**config.mk**
```make
export PLATFORM = sky130hd
export DESIGN_NAME = serial_clock_nvram
export DESIGN_NICKNAME = d
export VERILOG_FILES = /design/src/rtl/serial_clock_nvram.sv
export SDC_FILE = /design/constraint.sdc
export NUM_CORES = 1
export LEC_CHECK = 0
export CAP_MARGIN = 20
export CORE_ASPECT_RATIO = 2
export CORE_MARGIN = 8
export CORE_UTILIZATION = 40
export CTS_BUF_LIST = sky130_fd_sc_hd__clkbuf_4
export CTS_CLUSTER_SIZE = 14
export DETAILED_ROUTE_END_ITERATION = 8
export DONT_BUFFER_PORTS = 1
export PLACE_DENSITY_LB_ADDON = 0.1
export SYNTH_ARGS = -nofsm -noshare
export SYNTH_HDL_FRONTEND = slang
export SYNTH_SLANG_ARGS = --single-unit
```
**constraint.sdc**
```tcl
create_clock -name clk -period 7.7 [get_ports clk]
set_input_delay 1.925 -clock clk [delete_from_list [all_inputs] [get_ports clk]]
set_output_delay 1.925 -clock clk [all_outputs]
set_load 0.01 [all_outputs]
```
**src/rtl/serial_clock_nvram.sv**
```systemverilog
module serial_clock_nvram #(
  parameter int         RAM_WORDS   = 32,
  parameter logic [7:0] STATUS_INIT = 8'h90,
  parameter logic [7:0] CTRL_INIT   = 8'h00,
  parameter logic [7:0] INIT_SEC    = 8'h00,
  parameter logic [7:0] INIT_MIN    = 8'h00,
  parameter logic [7:0] INIT_HOUR   = 8'h00,
  parameter logic [7:0] INIT_DAY    = 8'h01,
  parameter logic [7:0] INIT_MONTH  = 8'h01,
  parameter logic [7:0] INIT_YEAR   = 8'h00
) (
  input  logic clk,
  input  logic rst_n,
  input  logic ce,
  input  logic sclk,
  input  logic sdi,
  output logic sdo,
  output logic sdo_en,
  input  logic sec_tick,
  input  logic pwr_evt,
  output logic irq
);
  localparam int AW = $clog2(RAM_WORDS);

  logic       sclk_q;
  logic [4:0] phase;
  logic [7:0] cmd, val, shadow, status;
  logic       rd_ok;
  logic [7:0] ram [RAM_WORDS];
  logic [7:0] t_sec, t_min, t_hour, t_day, t_mon, t_yr;
  logic [7:0] sel_byte;

  wire       fall   = ce & sclk_q & ~sclk;
  wire [7:0] cmd_nx = {cmd[6:0], sdi};
  wire [7:0] val_nx = {val[6:0], sdi};
  wire       last   = fall && phase == 5'd15;
  wire       do_wr  = last && cmd[7:5] == 3'b100;
  wire       do_ack = last && cmd == 8'hB1 && val_nx[2];

  function automatic logic readable(input logic [7:0] c);
    return c[7:5] == 3'b000 || c[7:4] == 4'h2 || c == 8'h30 || c == 8'h31;
  endfunction

  function automatic logic [7:0] bcd_step(input logic [7:0] v, input logic [7:0] top,
                                          input logic [7:0] base);
    if (v == top)          return base;
    else if (v[3:0] == 4'h9) return {v[7:4] + 4'h1, 4'h0};
    else                   return v + 8'h01;
  endfunction

  always_comb begin
    sel_byte = 8'h00;
    if (cmd_nx[7:5] == 3'b000) sel_byte = ram[cmd_nx[AW-1:0]];
    else if (cmd_nx == 8'h30)  sel_byte = status;
    else if (cmd_nx == 8'h31)  sel_byte = CTRL_INIT;
    else begin
      case (cmd_nx)
        8'h20: sel_byte = t_sec;
        8'h21: sel_byte = t_min;
        8'h22: sel_byte = t_hour;
        8'h24: sel_byte = t_day;
        8'h25: sel_byte = t_mon;
        8'h26: sel_byte = t_yr;
        default: sel_byte = 8'h00;
      endcase
    end
  end

  always_ff @(posedge clk) begin
    if (!rst_n) begin
      sclk_q <= 1'b0;
      phase  <= '0;
      cmd    <= '0;
      val    <= '0;
      shadow <= '0;
      rd_ok  <= 1'b0;
    end else begin
      sclk_q <= sclk;
      if (!ce) begin
        phase <= '0;
        cmd   <= '0;
        val   <= '0;
        rd_ok <= 1'b0;
      end else if (fall) begin
        if (phase < 5'd8)       cmd <= cmd_nx;
        else if (phase < 5'd16) val <= val_nx;
        if (phase != 5'd16)     phase <= phase + 5'd1;
        if (phase == 5'd7) begin
          shadow <= sel_byte;
          rd_ok  <= readable(cmd_nx);
        end
      end
    end
  end

  always_ff @(posedge clk) begin
    if (!rst_n) begin
      for (int i = 0; i < RAM_WORDS; i++) ram[i] <= 8'h00;
    end else if (do_wr) begin
      ram[cmd[AW-1:0]] <= val_nx;
    end
  end

  always_ff @(posedge clk) begin
    if (!rst_n) status <= STATUS_INIT;
    else        status <= (do_ack ? (status & 8'hE7) : status) | (pwr_evt ? 8'h08 : 8'h00);
  end

  wire c_s  = sec_tick && t_sec  == 8'h59;
  wire c_m  = c_s      && t_min  == 8'h59;
  wire c_h  = c_m      && t_hour == 8'h23;
  wire c_d  = c_h      && t_day  == 8'h31;
  wire c_mo = c_d      && t_mon  == 8'h12;

  always_ff @(posedge clk) begin
    if (!rst_n) begin
      t_sec <= INIT_SEC;  t_min <= INIT_MIN;   t_hour <= INIT_HOUR;
      t_day <= INIT_DAY;  t_mon <= INIT_MONTH; t_yr   <= INIT_YEAR;
    end else begin
      if (sec_tick) t_sec  <= bcd_step(t_sec,  8'h59, 8'h00);
      if (c_s)      t_min  <= bcd_step(t_min,  8'h59, 8'h00);
      if (c_m)      t_hour <= bcd_step(t_hour, 8'h23, 8'h00);
      if (c_h)      t_day  <= bcd_step(t_day,  8'h31, 8'h01);
      if (c_d)      t_mon  <= bcd_step(t_mon,  8'h12, 8'h01);
      if (c_mo)     t_yr   <= bcd_step(t_yr,   8'h99, 8'h00);
    end
  end

  assign sdo_en = ce & rd_ok & phase[3] & ~phase[4];
  assign sdo    = sdo_en & shadow[~phase[2:0]];
  assign irq    = status[4] | status[3];

  AST_PHASE_LIMIT: assert property (@(posedge clk) disable iff (!rst_n) phase <= 5'd16);
  AST_PHASE_STEP: assert property (@(posedge clk) disable iff (!rst_n)
    (ce && $past(ce) && phase != $past(phase)) |-> phase == $past(phase) + 5'd1);
  AST_CE_IDLE: assert property (@(posedge clk) disable iff (!rst_n)
    !ce |=> (phase == 5'd0 && cmd == 8'h00 && !sdo_en));
  AST_DRIVE_WINDOW: assert property (@(posedge clk) disable iff (!rst_n)
    sdo_en |-> (phase >= 5'd8 && phase <= 5'd15));
  AST_ACK_DROPS_IRQ: assert property (@(posedge clk) disable iff (!rst_n)
    (do_ack && !pwr_evt) |=> !irq);
  AST_TIME_BCD: assert property (@(posedge clk) disable iff (!rst_n)
    t_sec <= 8'h59 && t_min <= 8'h59 && t_hour <= 8'h23 && t_sec[3:0] <= 4'h9 &&
    t_min[3:0] <= 4'h9 && t_hour[3:0] <= 4'h9 && t_day >= 8'h01 && t_day <= 8'h31 &&
    t_mon >= 8'h01 && t_mon <= 8'h12 && t_yr[3:0] <= 4'h9 && t_yr[7:4] <= 4'h9);
endmodule

```
### Word-level counts from Yosys, hierarchy flattened

Memory sizes are Yosys's and may differ from the RTL's.
Index checks and enable logic that the tools add are counted.

| storage, ports and cells | value |
|---|---|
| register bits after elaboration | 86 |
| bits in latches | 0 |
| memory bits (writable) | 256 |
| memory bits (read-only) | 0 |
| bits of input ports | 7 |
| logic and storage cells | 115 |
| memories kept | 1 |

Memories:

| memory | words | width | rd ports | clocked after Yosys merged registers in | wr ports | line | text |
|---|---|---|---|---|---|---|---|
| ram | 32 | 8 | 1 | 0 | 32 | 29 | `logic [7:0] ram [RAM_WORDS];` |

| operators by class | value |
|---|---|
| add/sub/neg operators | 13 |
| $mul | 0 |
| div/mod/pow operators | 0 |
| magnitude comparators | 3 |
| equal/unequal tests | 26 |
| shift-type cells | 0 |
| multiplexer cells | 27 |
| bitwise logic cells | 12 |
| reductions and logical operators | 20 |

Operator list:

| cell | count |
|---|---|
| 8-bit 2-to-1 mux | 16 |
| 8-bit by 6-bit == test with 1-bit output, second input constant | 10 |
| 8-bit by 1-bit adder with 8-bit output, second input constant | 6 |
| 8-bit one-hot mux with 6 select lines | 1 |
| 4-bit by 1-bit adder with 4-bit output, second input constant | 6 |
| 4-bit == test, second input constant | 6 |
| 8-bit by 7-bit == test with 1-bit output, second input constant | 2 |
| 8-bit == test, second input constant | 2 |
| 5-bit 2-to-1 mux | 2 |
| 1-bit logical AND | 9 |
| 8-bit by 5-bit == test with 1-bit output, second input constant | 1 |
| 8-bit by 4-bit OR with 8-bit output | 1 |
| 2-bit AND reduction | 4 |
| 8-bit OR reduction | 1 |
| 1-bit bitwise AND | 6 |
| 1-bit 2-to-1 mux | 6 |
| 3-bit AND reduction | 2 |
| 5-bit by 1-bit adder with 5-bit output, second input constant | 1 |
| 5-bit by 3-bit == test with 1-bit output, second input constant | 1 |
| 5-bit by 4-bit == test with 1-bit output, second input constant | 1 |
| 5-bit by 4-bit < comparator with 1-bit output, second input constant | 1 |
| 5-bit < comparator, second input constant | 1 |
| 5-bit inequality test, second input constant | 1 |
| 4-bit by 2-bit == test with 1-bit output, second input constant | 1 |
| other kinds (9) | 13 |

### Depth between registers and ports, before layout

Gate-level depths: netlist of the first run.

| logic depth | value |
|---|---|
| depth after elaboration | 9 |
| mapped depth | 10 |

### Worst setup path after synthesis of the first run

OpenSTA, ideal clock, no wires.

| path | value |
|---|---|
| path kind | in2out |
| from | input ce |
| to | output sdo |
| arrival time | 2.353 ns |
| data required time | 5.775 ns |
| slack | 3.422 ns |
| stages | 2 |
| path buffers | 0 |
| path through | and3_1 -> nor2b_1 |

| on the way | value |
|---|---|
| cells in the longest elaborated chain, start to end | 4 |

Ends and longest elaborated chain:

| element | line | text |
|---|---|---|
| start: declaration | 14 | `input logic ce,` |
| 1-bit bitwise AND (3 in series) | 129 | `assign sdo_en = ce & rd_ok & phase[3] & ~phase[4];` |
| 1-bit bitwise AND | 130 | `assign sdo = sdo_en & shadow[~phase[2:0]];` |
| end: declaration | 17 | `output logic sdo,` |

No other way between the ends.

==> impl_results.md, run 1 <==
- Result of the run: finished, final reports clean
- Post-detail-place hpwl: 34,600 um
- Number of standard cells after synthesis: 1,422
- Worst min-delay path startpoint: rd_ok
- FFs w/ async S/R, synth: 0%
- # nets final: 1,460
- Pwr/cell area: 199 mW/mm^2
- Synthesized netlist net count: 1,451
- Worst-case register-to-register setup slack: 3800 ps
- Die H: 304 um
- Post-synthesis instance area: 0.0166 mm^2
- Compound-cell area share of the yosys netlist: 7.72%
- Post-synth cell types: 66
- Antenna Violating Nets Remaining: 0
- Horiz. Die Dim: 160 um
- Power Total: 3.61 mW
- Clock-pin slew on the worst setup and hold paths: 70 ps
- CTS sink count: 336
- Core area: 0.0410 mm^2
- HP Class: register to register
- Post-Synth Adder-Cell Area: 1.65%
- Arrival time at the worst endpoint: 4740 ps
- Layout Area Growth over Synthesis: 8.81%
- Resized Gates After CTS: 0
- Average footprint of a synthesized cell: 11.7 um^2
- Clock Path Buffers: 3
- Combinational family with the most area after synthesis: simple AND/OR/NAND/NOR gates
- Final Non-Filler Cells: 2,019
- First-pass GRT wire length: 74,100 um
- Total DRC errors in the routed layout: 0
- Total placed cells including tap cells: 1,866
- Max rail drop VDD: 0.0629 mV
- Clock buffers created by TritonCTS: 79
- Fraction of final layout cells sized beyond drive strength 1: 17.3%
- Most common cell after layout, fill and taps aside: sky130_fd_sc_hd__edfxtp_1
- Total wire length after detailed routing: 50,000 um
- Max frequency: 0.229 GHz
- DIE AREA: 0.0488 mm^2
- Shortest period the worst path allows: 4360 ps
- Library cell used as clock root buffer: sky130_fd_sc_hd__clkbuf_4
- Main flop type after synthesis: sky130_fd_sc_hd__edfxtp_1
- Data required, critical path: 8080 ps
- Cell depth of the worst hold path: 2
- Synth Area in XOR/XNOR: 1.16%
- Worst slew margin: 27.1%
- FILL cells: 3,889
- Number of iterations in the first detailed-routing pass: 5
- Largest cells by area after synthesis: sky130_fd_sc_hd__edfxtp_1 46%, sky130_fd_sc_hd__dfxtp_1 9.6%, sky130_fd_sc_hd__and2_1 8.6%
- Switching share of power: 22.7%
- Area of all placed cells without fillers: 0.0181 mm^2
- Total number of vias: 11.4k
- Setup TNS: 0 ps
- RSZ-0062 raised after global routing: false
- Relative contribution of combinational cells to total power: 3.8%
- Placer's final routability congestion estimate: 0.860
- TritonCTS clock tree: built
- GRT Overall Usage: 20.5%
- Count of input and output buffers: 0
- Top library cells by usage in the layout, fill and taps aside: 256 x sky130_fd_sc_hd__edfxtp_1, 229 x sky130_fd_sc_hd__and2_1, 116 x sky130_fd_sc_hd__clkbuf_4
- Worst Reg2Reg Path Length in Cells: 7
- Reg2reg start: phase[0]
- Hold Violations, Final: 0
- Final worst setup slack: 3340 ps
- Simple logic cell fraction of the synthesized area: 19.7%
- WS Path Type: input pin to register
- Placement Rows: 105
- Number of flops mapped to enable cells by yosys: 256
- Count of routing violations after the opening detailed-route iteration: 569
- Internal power of the cells: 2.79 mW
- Crit path max fanout: 12
- Post-placement setup slack: 2540 ps
- GR Util met1: 18.3%
- Quantity of hold-fixing buffers added after cts: 0
- Sw power: 821 uW
- Most utilized layer in the global route result: met2
- Met2 global-route usage: 40.0%
- Portion of the post-synthesis area used by sequential elements: 55.8%
- Cell area reported after detailed placement: 0.0170 mm^2
- Total grt overflow: 0
- End-of-flow core utilization: 44.2%
- Post CTS Setup Buffer Count: 0
- Mux contribution to synthesized area: 10.8%
- Destination of the worst hold path: rd_ok
- Count of H-tree levels built during CTS: 3
- Number of max-cap violations: 0
- Number of antenna violations at the first check in global routing: 1
- Setup skew after layout: 43.2 ps
- Kind of launch point of the worst setup path: input pin
- #FFs+latches synth: 336
- Met3 Use GR: 3.15%
- Count of final max-slew check failures: 0
- Static power due to leakage: 6.09 nW
- Clock power share: 39.6%
- Transition at the pin with the smallest max-transition slack: 1080 ps
- Sequential group share of total power: 56.7%
- Wire length per cell after detailed routing: 24.7 um
- Final worst-path cycle share: 56.6%
- CP Capture Type: register
- Largest net degree at the start of global routing: 69
- Area share of the largest cell type after synthesis: 46.2%
- Final setup violating endpoints: 0
- Leading area contributor after synthesis: sky130_fd_sc_hd__edfxtp_1
- Initial core utilization: 40.6%
- Routed vias/inst: 5.62
- Top-level I/O count: 10
- Vias in the first global route: 11.8k
- Final-layout worst hold slack: 464 ps
- Clock insertion delay at the later pin of the skew report: 760 ps
- Synthesis warning total: 0
- Capturing point of the worst reg2reg path: ram[31][0]
power by group through the flow:
stage	combinational, mW	clock, mW	sequential [mW]
after floorplan	0.102	0	2.06
after global placement	0.130	0	2.09
after detailed placement	0.133	0	2.09
after CTS	0.133	1.47	2.05
after global routing	0.145	1.55	2.05
final	0.136	1.43	2.05
synth_stat cells (8+ instances only):
cell type                  number
sky130_fd_sc_hd__nand2_1       57
sky130_fd_sc_hd__o22ai_1       16
sky130_fd_sc_hd__buf_1         12
sky130_fd_sc_hd__and2_1       229
sky130_fd_sc_hd__ha_1          22
sky130_fd_sc_hd__xnor2_1       10
sky130_fd_sc_hd__xor2_1        12
sky130_fd_sc_hd__nand3_1       36
sky130_fd_sc_hd__mux2i_1       36
sky130_fd_sc_hd__mux2_2        23
sky130_fd_sc_hd__nor4_1        13
sky130_fd_sc_hd__and3_1        11
sky130_fd_sc_hd__a21oi_1       34
sky130_fd_sc_hd__or3_1         10
sky130_fd_sc_hd__nand4_1       15
sky130_fd_sc_hd__buf_2         12
sky130_fd_sc_hd__a211oi_1       9
sky130_fd_sc_hd__clkbuf_1      87
sky130_fd_sc_hd__mux4_2        52
sky130_fd_sc_hd__a22oi_1       12
sky130_fd_sc_hd__nor3_1        47
sky130_fd_sc_hd__nor2_1       106
sky130_fd_sc_hd__inv_1         20
sky130_fd_sc_hd__edfxtp_1     256
sky130_fd_sc_hd__dfxtp_1       80
sky130_fd_sc_hd__o21ai_0       72
sky130_fd_sc_hd__or4_1          8
sky130_fd_sc_hd__nor2b_1       24
layout make-up:
| type | instances | area [um^2] | share of cell area (%) |
|---|---|---|---|
| diodes | 1 | 2.50 | 0.0138 |
| clock buffers | 116 | 871 | 4.81 |
| clock inverters | 17 | 96.3 | 0.532 |
| inverters | 21 | 78.8 | 0.435 |
| multi-input cells | 951 | 6830 | 37.7 |
| flip-flops and latches | 336 | 9300 | 51.4 |
| well taps | 535 | 669 | 3.70 |
| repair buffers | 42 | 263 | 1.45 |
state kept, by name (all words and copies together), names as in the netlist, 2 cells and up:
register  flops
t_min         8
t_mon         8
t_sec         8
phase         5
shadow        8
ram         256
t_yr          8
status        2
t_day         8
cmd           8
t_hour        8
val           7
per-layer routing:
metal | part of all wire [%] | vias up
met2 | 57 | 268
met1 | 32 | 5652
li1 | - | 5286
met4 | 7.4 | 0
met5 | 0 | -
met3 | 3.3 | 146
cell families (layout without fill, tap and decap cells):
family / after synthesis / in the layout
other: 0 / 1
buffers and inverters: 135 / 196
adders and majority gates: 22 / 22
and+or+nand+nor: 592 / 592
xor gates and xnor gates: 22 / 22
DFF: 336 / 336
AOI/OAI and AO/OA: 204 / 204
muxes: 111 / 111
critical path: stages:
cell and delay [ps]:
sky130_fd_sc_hd__nand3b_1 380, sky130_fd_sc_hd__nor3_1 850, sky130_fd_sc_hd__nand4_1 590, sky130_fd_sc_hd__o21ai_0 990
how the worst max path moves through the flow:
stage | startpoint | end | slack [ps] | cells past startpoint
2_1_floorplan | ce | sdo | 3420 | 2
3_3_place_gp | sclk | ram[27][2] | 2570 | 4
3_5_place_dp | sclk | ram[26][2] | 2540 | 4
4_1_cts | sclk | ram[26][3] | 3330 | 4
5_1_grt | sclk | ram[29][7] | 3200 | 4
6_report | sclk | ram[31][0] | 3340 | 4
Note: power is estimated with default switching activity, not from simulation.
==> run 2, diff against run 1 <==
Clock period 7.7 ns to 3.6 ns, I/O delays scaled along.
==> impl_results.md, run 2 (synthesis gave the netlist of run 1 again) <==
- Final Non-Filler Cells: 2,074 (was 2,019)
- Capturing point of the worst reg2reg path: ram[13][3] (was ram[31][0])
- Hold Violations, Final: 0 (unchanged)
- Max rail drop VDD: 0.145 mV (was 0.0629 mV)
- RSZ-0062 raised after global routing: false (unchanged)
- # nets final: 1,501 (was 1,460)
- Vias in the first global route: 12.2k (was 11.8k)
- Antenna Violating Nets Remaining: 0 (unchanged)
- TritonCTS clock tree: built (unchanged)
- Setup TNS: 0 ps (unchanged)
- Initial core utilization: 40.6% (unchanged)
- Result of the run: finished, final reports clean (unchanged)
- GR Util met1: 19.1% (was 18.3%)
- GRT Overall Usage: 20.6% (was 20.5%)
- Number of max-cap violations: 0 (unchanged)
- WS Path Type: register to primary output (was input pin to register)
- Worst-case register-to-register setup slack: 800 ps (was 3800 ps)
- Resized Gates After CTS: 0 (unchanged)
- Core area: 0.0410 mm^2 (unchanged)
- Count of H-tree levels built during CTS: 3 (unchanged)
- Post-detail-place hpwl: 34,800 um (was 34,600 um)
- Arrival time at the worst endpoint: 2020 ps (was 4740 ps)
- Top reg by flops: ram (unchanged)
- Worst min-delay path startpoint: rst_n (was rd_ok)
- Reg2reg start: phase[0] (unchanged)
- Count of routing violations after the opening detailed-route iteration: 705 (was 569)
- Count of final max-slew check failures: 0 (unchanged)
- Final setup violating endpoints: 0 (unchanged)
- Final worst-path cycle share: 81.1%
- Placement Rows: 105 (unchanged)
- Horiz. Die Dim: 160 um (unchanged)
- Met2 global-route usage: 40.9% (was 40.0%)
- HP Class: input pin to register (was register to register)
- Top library cells by usage in the layout, fill and taps aside: 256 x sky130_fd_sc_hd__edfxtp_1, 229 x sky130_fd_sc_hd__and2_1, 123 x sky130_fd_sc_hd__clkbuf_4 (was 256 x sky130_fd_sc_hd__edfxtp_1, 229 x sky130_fd_sc_hd__and2_1, 116 x sky130_fd_sc_hd__clkbuf_4)
- Post CTS Setup Buffer Count: 0 (unchanged)
- Area of the multi-input gates: 0.00684 mm^2 (was 0.00683 mm^2)
- Static power due to leakage: 6.35 nW (was 6.09 nW)
- Clock-pin slew on the worst setup and hold paths: 70 ps (about the same)
- Total DRC errors in the routed layout: 0 (unchanged)
- Combined flip-flop and latch cell area: 0.00930 mm^2 (about the same)
- Worst slew margin: 34.5% (was 27.1%)
- Shortest period the worst path allows: 2920 ps
- Pwr/cell area: 423 mW/mm^2 (was 199 mW/mm^2)
- Total wire length after detailed routing: 49,900 um (was 50,000 um)
- Layout Area Growth over Synthesis: 11.5% (was 8.81%)
- Setup skew after layout: 27.0 ps (was 43.2 ps)
- First-pass GRT wire length: 75,700 um (was 74,100 um)
- Die H: 304 um (unchanged)
- Count of input and output buffers: 0 (unchanged)
- Most common cell after layout, fill and taps aside: sky130_fd_sc_hd__edfxtp_1 (unchanged)
- Routed vias/inst: 5.57 (was 5.62)
- Fraction of final layout cells sized beyond drive strength 1: 19.8% (was 17.3%)
- Data required, critical path: 2700 ps (was 8080 ps)
- Library cell used as clock root buffer: sky130_fd_sc_hd__clkbuf_4 (unchanged)
- Transition at the pin with the smallest max-transition slack: 980 ps (was 1080 ps)
- Met3 Use GR: 2.98% (was 3.15%)
- Cell depth of the worst hold path: 1 (was 2)
- Number of iterations in the first detailed-routing pass: 5 (unchanged)
- Top-level I/O count: 10 (unchanged)
- Most utilized layer in the global route result: met2 (unchanged)
- Number of flip-flops in the largest register: 256 (unchanged)
- Clock insertion delay at the later pin of the skew report: 760 ps (about the same)
- DIE AREA: 0.0488 mm^2 (unchanged)
- Placer's final routability congestion estimate: 0.871 (was 0.860)
- Max frequency: 0.343 GHz
- Destination of the worst hold path: t_day[0] (was rd_ok)
- CTS sink count: 336 (unchanged)
- Total placed cells including tap cells: 1,924 (was 1,866)
- Total grt overflow: 0 (unchanged)
- FILL cells: 3,895 (was 3,889)
- Clock buffers created by TritonCTS: 81 (was 79)
- Wire length per cell after detailed routing: 24.1 um (was 24.7 um)
- Quantity of hold-fixing buffers added after cts: 0 (unchanged)
- Crit path max fanout: 6 (was 12)
- Total number of vias: 11.6k (was 11.4k)
- Kind of launch point of the worst setup path: register (was input pin)
- Largest net degree at the start of global routing: 69 (unchanged)
- CP Capture Type: primary output (was register)
- Clock Path Buffers: 3 (unchanged)
- Worst Reg2Reg Path Length in Cells: 10 (was 7)
- Number of antenna violations at the first check in global routing: 1 (unchanged)
## run 2: cell types whose count changed in the layout (fill, tap and decap cells not counted), sizes merged
cell,before,now
buf,38,81
bufinv,1,0
clkbuf,120,123
clkinv,15,23
inv,21,23
## run 2: how the worst max path moves through the flow
stage	start	slack [ps]	endpoint
after global placement	cmd[0]	200	shadow[0]
after detailed placement	sec_tick	610	t_yr[6]
after global routing	phase[1]	490	sdo
final	phase[1]	680	sdo
after floorplan	rst_n	470	ram[14][0]
after CTS	phase[1]	570	sdo
## run 2: final cells by class
type	instances	area share, %
antenna	1	0.0135
clock buffer	123	4.98
clock inverter	26	0.587
inverter	21	0.425
multi-input combinational	951	36.8
sequential	336	50.1
tap	535	3.61
timing repair buffer	81	3.41
## run 2: critical path, cell delays in order, from the launching register on
cell and delay (ps):
sky130_fd_sc_hd__dfxtp_1 310, sky130_fd_sc_hd__buf_4 150, sky130_fd_sc_hd__mux4_2 520, sky130_fd_sc_hd__mux2i_1 180
sky130_fd_sc_hd__nor2b_1 110
## run 2: through the flow
stage / worst slack [ps] / instance area [um^2] / utilization (%) / hold slack, ps / total power [mW]
3_3_place_gp: 199 / 17500 / 42.7 / 451 / 4.77
6_report: 682 / 18600 / 45.3 / 244 / 7.85
2_1_floorplan: 474 / 16600 / - / 431 / 4.63
4_1_cts: 566 / 18600 / 45.3 / 163 / 7.97
3_5_place_dp: 606 / 17500 / 42.7 / 446 / 4.78
5_1_grt: 495 / 18600 / 45.3 / 202 / 8.16
## run 2: power by group
part / switching, mW / internal (mW) / leakage, nW
clock: 1.59 / 1.57 / 0.621
sequential: 0.0608 / 4.30 / 3.08
combinational: 0.181 / 0.140 / 2.65
## run 2: routing by layer
layer	wire length [um]	vias to the layer above
met5	0	-
met4	2730	0
met3	1530	110
met2	28800	260
met1	16900	5803
li1	-	5387
==> run 3, diff against run 2 <==
Clock period 3.6 ns to 2.89 ns, I/O delays scaled along.
==> impl_results.md, run 3 (synthesis gave the netlist of run 1 again) <==
- Wire length per cell after detailed routing: 23.7 um (was 24.1 um)
- Max rail drop VDD: 0.197 mV (was 0.145 mV)
- Total number of vias: 11.6k (about the same)
- Final worst setup slack: 125 ps (was 682 ps)
- Switching share of power: 23.3% (was 23.4%)
- # nets final: 1,553 (was 1,501)
- Total wire length after detailed routing: 50,300 um (was 49,900 um)
- Clock insertion delay at the later pin of the skew report: 770 ps (was 760 ps)
- Top reg by flops: ram (unchanged)
- Kind of launch point of the worst setup path: register (unchanged)
- Worst-case register-to-register setup slack: 180 ps (was 800 ps)
- Core area: 0.0410 mm^2 (unchanged)
- Count of final max-slew check failures: 0 (unchanged)
- Pwr/cell area: 512 mW/mm^2 (was 423 mW/mm^2)
- RSZ-0062 raised after global routing: false (unchanged)
- Cell area reported after detailed placement: 0.0179 mm^2 (was 0.0175 mm^2)
- Hold Violations, Final: 0 (unchanged)
- Layout Area Growth over Synthesis: 13.8% (was 11.5%)
- Reg2reg start: t_sec[4] (was phase[0])
- Result of the run: finished, violations left (was finished, final reports clean)
- Clock-pin slew on the worst setup and hold paths: 70 ps (about the same)
- Destination of the worst hold path: sclk_q (was t_day[0])
- Transition at the pin with the smallest max-transition slack: 1080 ps (was 980 ps)
- Number of antenna violations at the first check in global routing: 1 (unchanged)
- Horiz. Die Dim: 160 um (unchanged)
- Clock power share: 39.6% (was 40.3%)
- Fraction of final layout cells sized beyond drive strength 1: 22.3% (was 19.8%)
- Number of iterations in the first detailed-routing pass: 7 (was 5)
- Total grt overflow: 0 (unchanged)
- Count of routing violations after the opening detailed-route iteration: 770 (was 705)
- Area of all placed cells without fillers: 0.0189 mm^2 (was 0.0186 mm^2)
- Initial core utilization: 40.6% (unchanged)
- Internal power of the cells: 7.43 mW (was 6.01 mW)
- Total DRC errors in the routed layout: 2 (was 0)
- Crit path max fanout: 5 (was 6)
- Sw power: 2.26 mW (was 1.83 mW)
- Routed vias/inst: 5.49 (was 5.57)
- Final setup violating endpoints: 0 (unchanged)
- Max frequency: 0.362 GHz
- DIE AREA: 0.0488 mm^2 (unchanged)
- Capturing point of the worst reg2reg path: t_yr[6] (was ram[13][3])
- Post CTS Setup Buffer Count: 0 (unchanged)
- Die H: 304 um (unchanged)
- FILL cells: 3,874 (was 3,895)
- Power Total: 9.69 mW (was 7.85 mW)
- Number of max-cap violations: 0 (unchanged)
- Post-detail-place hpwl: 35,900 um (was 34,800 um)
- Relative contribution of combinational cells to total power: 4.4% (was 4.1%)
- Cell depth of the worst hold path: 1 (unchanged)
- Worst slew margin: 27.1% (was 34.5%)
- Launching instance or port of the critical path: phase[0] (was phase[1])
- Failing checks: design-rule violations
- Setup TNS: 0 ps (unchanged)
- Most common cell after layout, fill and taps aside: sky130_fd_sc_hd__edfxtp_1 (unchanged)
- Top library cells by usage in the layout, fill and taps aside: 256 x sky130_fd_sc_hd__edfxtp_1, 229 x sky130_fd_sc_hd__and2_1, 128 x sky130_fd_sc_hd__buf_4 (was 256 x sky130_fd_sc_hd__edfxtp_1, 229 x sky130_fd_sc_hd__and2_1, 123 x sky130_fd_sc_hd__clkbuf_4)
- Data required, critical path: 2170 ps (was 2700 ps)
- Antenna Violating Nets Remaining: 0 (unchanged)
- Arrival time at the worst endpoint: 2040 ps (was 2020 ps)
- Clock Path Buffers: 3 (unchanged)
- GRT Overall Usage: 20.7% (was 20.6%)
- Number of flip-flops in the largest register: 256 (unchanged)
- Top-level I/O count: 10 (unchanged)
- Shortest period the worst path allows: 2760 ps
- Worst min-delay path startpoint: sclk (was rst_n)
- Sequential group share of total power: 56.0% (was 55.6%)
- Vias in the first global route: 12.5k (was 12.2k)
- Library cell used as clock root buffer: sky130_fd_sc_hd__clkbuf_4 (unchanged)
- Post-placement setup slack: 133 ps (was 606 ps)
- Final-layout worst hold slack: 105 ps (was 244 ps)
- First-pass GRT wire length: 75,600 um (was 75,700 um)
- Largest net degree at the start of global routing: 69 (unchanged)
- Placer's final routability congestion estimate: 0.877 (was 0.871)
- HP Class: input pin to register (unchanged)
- CTS sink count: 336 (unchanged)
- CP Capture Type: primary output (unchanged)
- Setup skew after layout: 42.2 ps (was 27.0 ps)
- Worst Reg2Reg Path Length in Cells: 6 (was 10)
- Static power due to leakage: 6.58 nW (was 6.35 nW)
- Count of H-tree levels built during CTS: 3 (unchanged)
- TritonCTS clock tree: built (unchanged)
- Count of input and output buffers: 0 (unchanged)
- WS Path Type: register to primary output (unchanged)
- Clock buffers created by TritonCTS: 79 (was 81)
- Final worst-path cycle share: 95.7%
- Placement Rows: 105 (unchanged)
run 3: what timing repair did:
item	4_1_cts	5_1_grt
pin swaps	0	0
hold buffers	2	0
endpoints found under the hold margin	2	0
setup endpoints to repair	1	3
resized for setup	4	2
cloned	0	0
run 3: power by group through the flow:
stage	sequential (mW)	combinational, mW	clock (mW)
global route	5.44	0.451	4.19
CTS	5.42	0.433	4.00
global placement	5.53	0.424	0
floorplan	5.50	0.272	0
detailed placement	5.53	0.427	0
finish	5.42	0.426	3.84
run 3: metrics by stage:
stage | std cells | utilization [%]
after floorplan | 1422 | -
after global placement | 1975 | 43.6
after detailed placement | 1976 | 43.7
after CTS | 2119 | 46.2
after global routing | 2121 | 46.2
final | 2121 | 46.2
run 3: area by class of cell:
type	count	area [um^2]	share of cell area [%]
multi-input combinational	951	6830	36.1
clock buffer	118	886	4.68
timing repair buffer	135	1050	5.56
inverter	21	78.8	0.416
tap	535	669	3.54
sequential	336	9300	49.1
clock inverter	23	110	0.581
antenna	2	5.00	0.0264
run 3: worst max path at each step:
stage,endpoint,slack [ps],cells past startpoint
after CTS,sdo,10,4
after global placement,shadow[0],160,6
after global routing,sdo,6,4
after floorplan,ram[14][0],-60,5
final,sdo,130,4
after detailed placement,t_day[7],130,6
run 3: layer usage:
layer | vias up | global-route usage (%) | part of all wire, %
li1 | 5491 | - | -
met1 | 5742 | 18.7 | 33
met2 | 264 | 40.8 | 57
met3 | 140 | 3.17 | 3.1
met4 | 0 | 13.9 | 6.5
met5 | - | 0 | 0
run 3: worst max-delay path, stage by stage, from the launching register on:
cell and delay (ps):
sky130_fd_sc_hd__dfxtp_1 350, sky130_fd_sc_hd__buf_6 140, sky130_fd_sc_hd__mux4_2 520, sky130_fd_sc_hd__mux2i_2 200, sky130_fd_sc_hd__nor2b_2 90
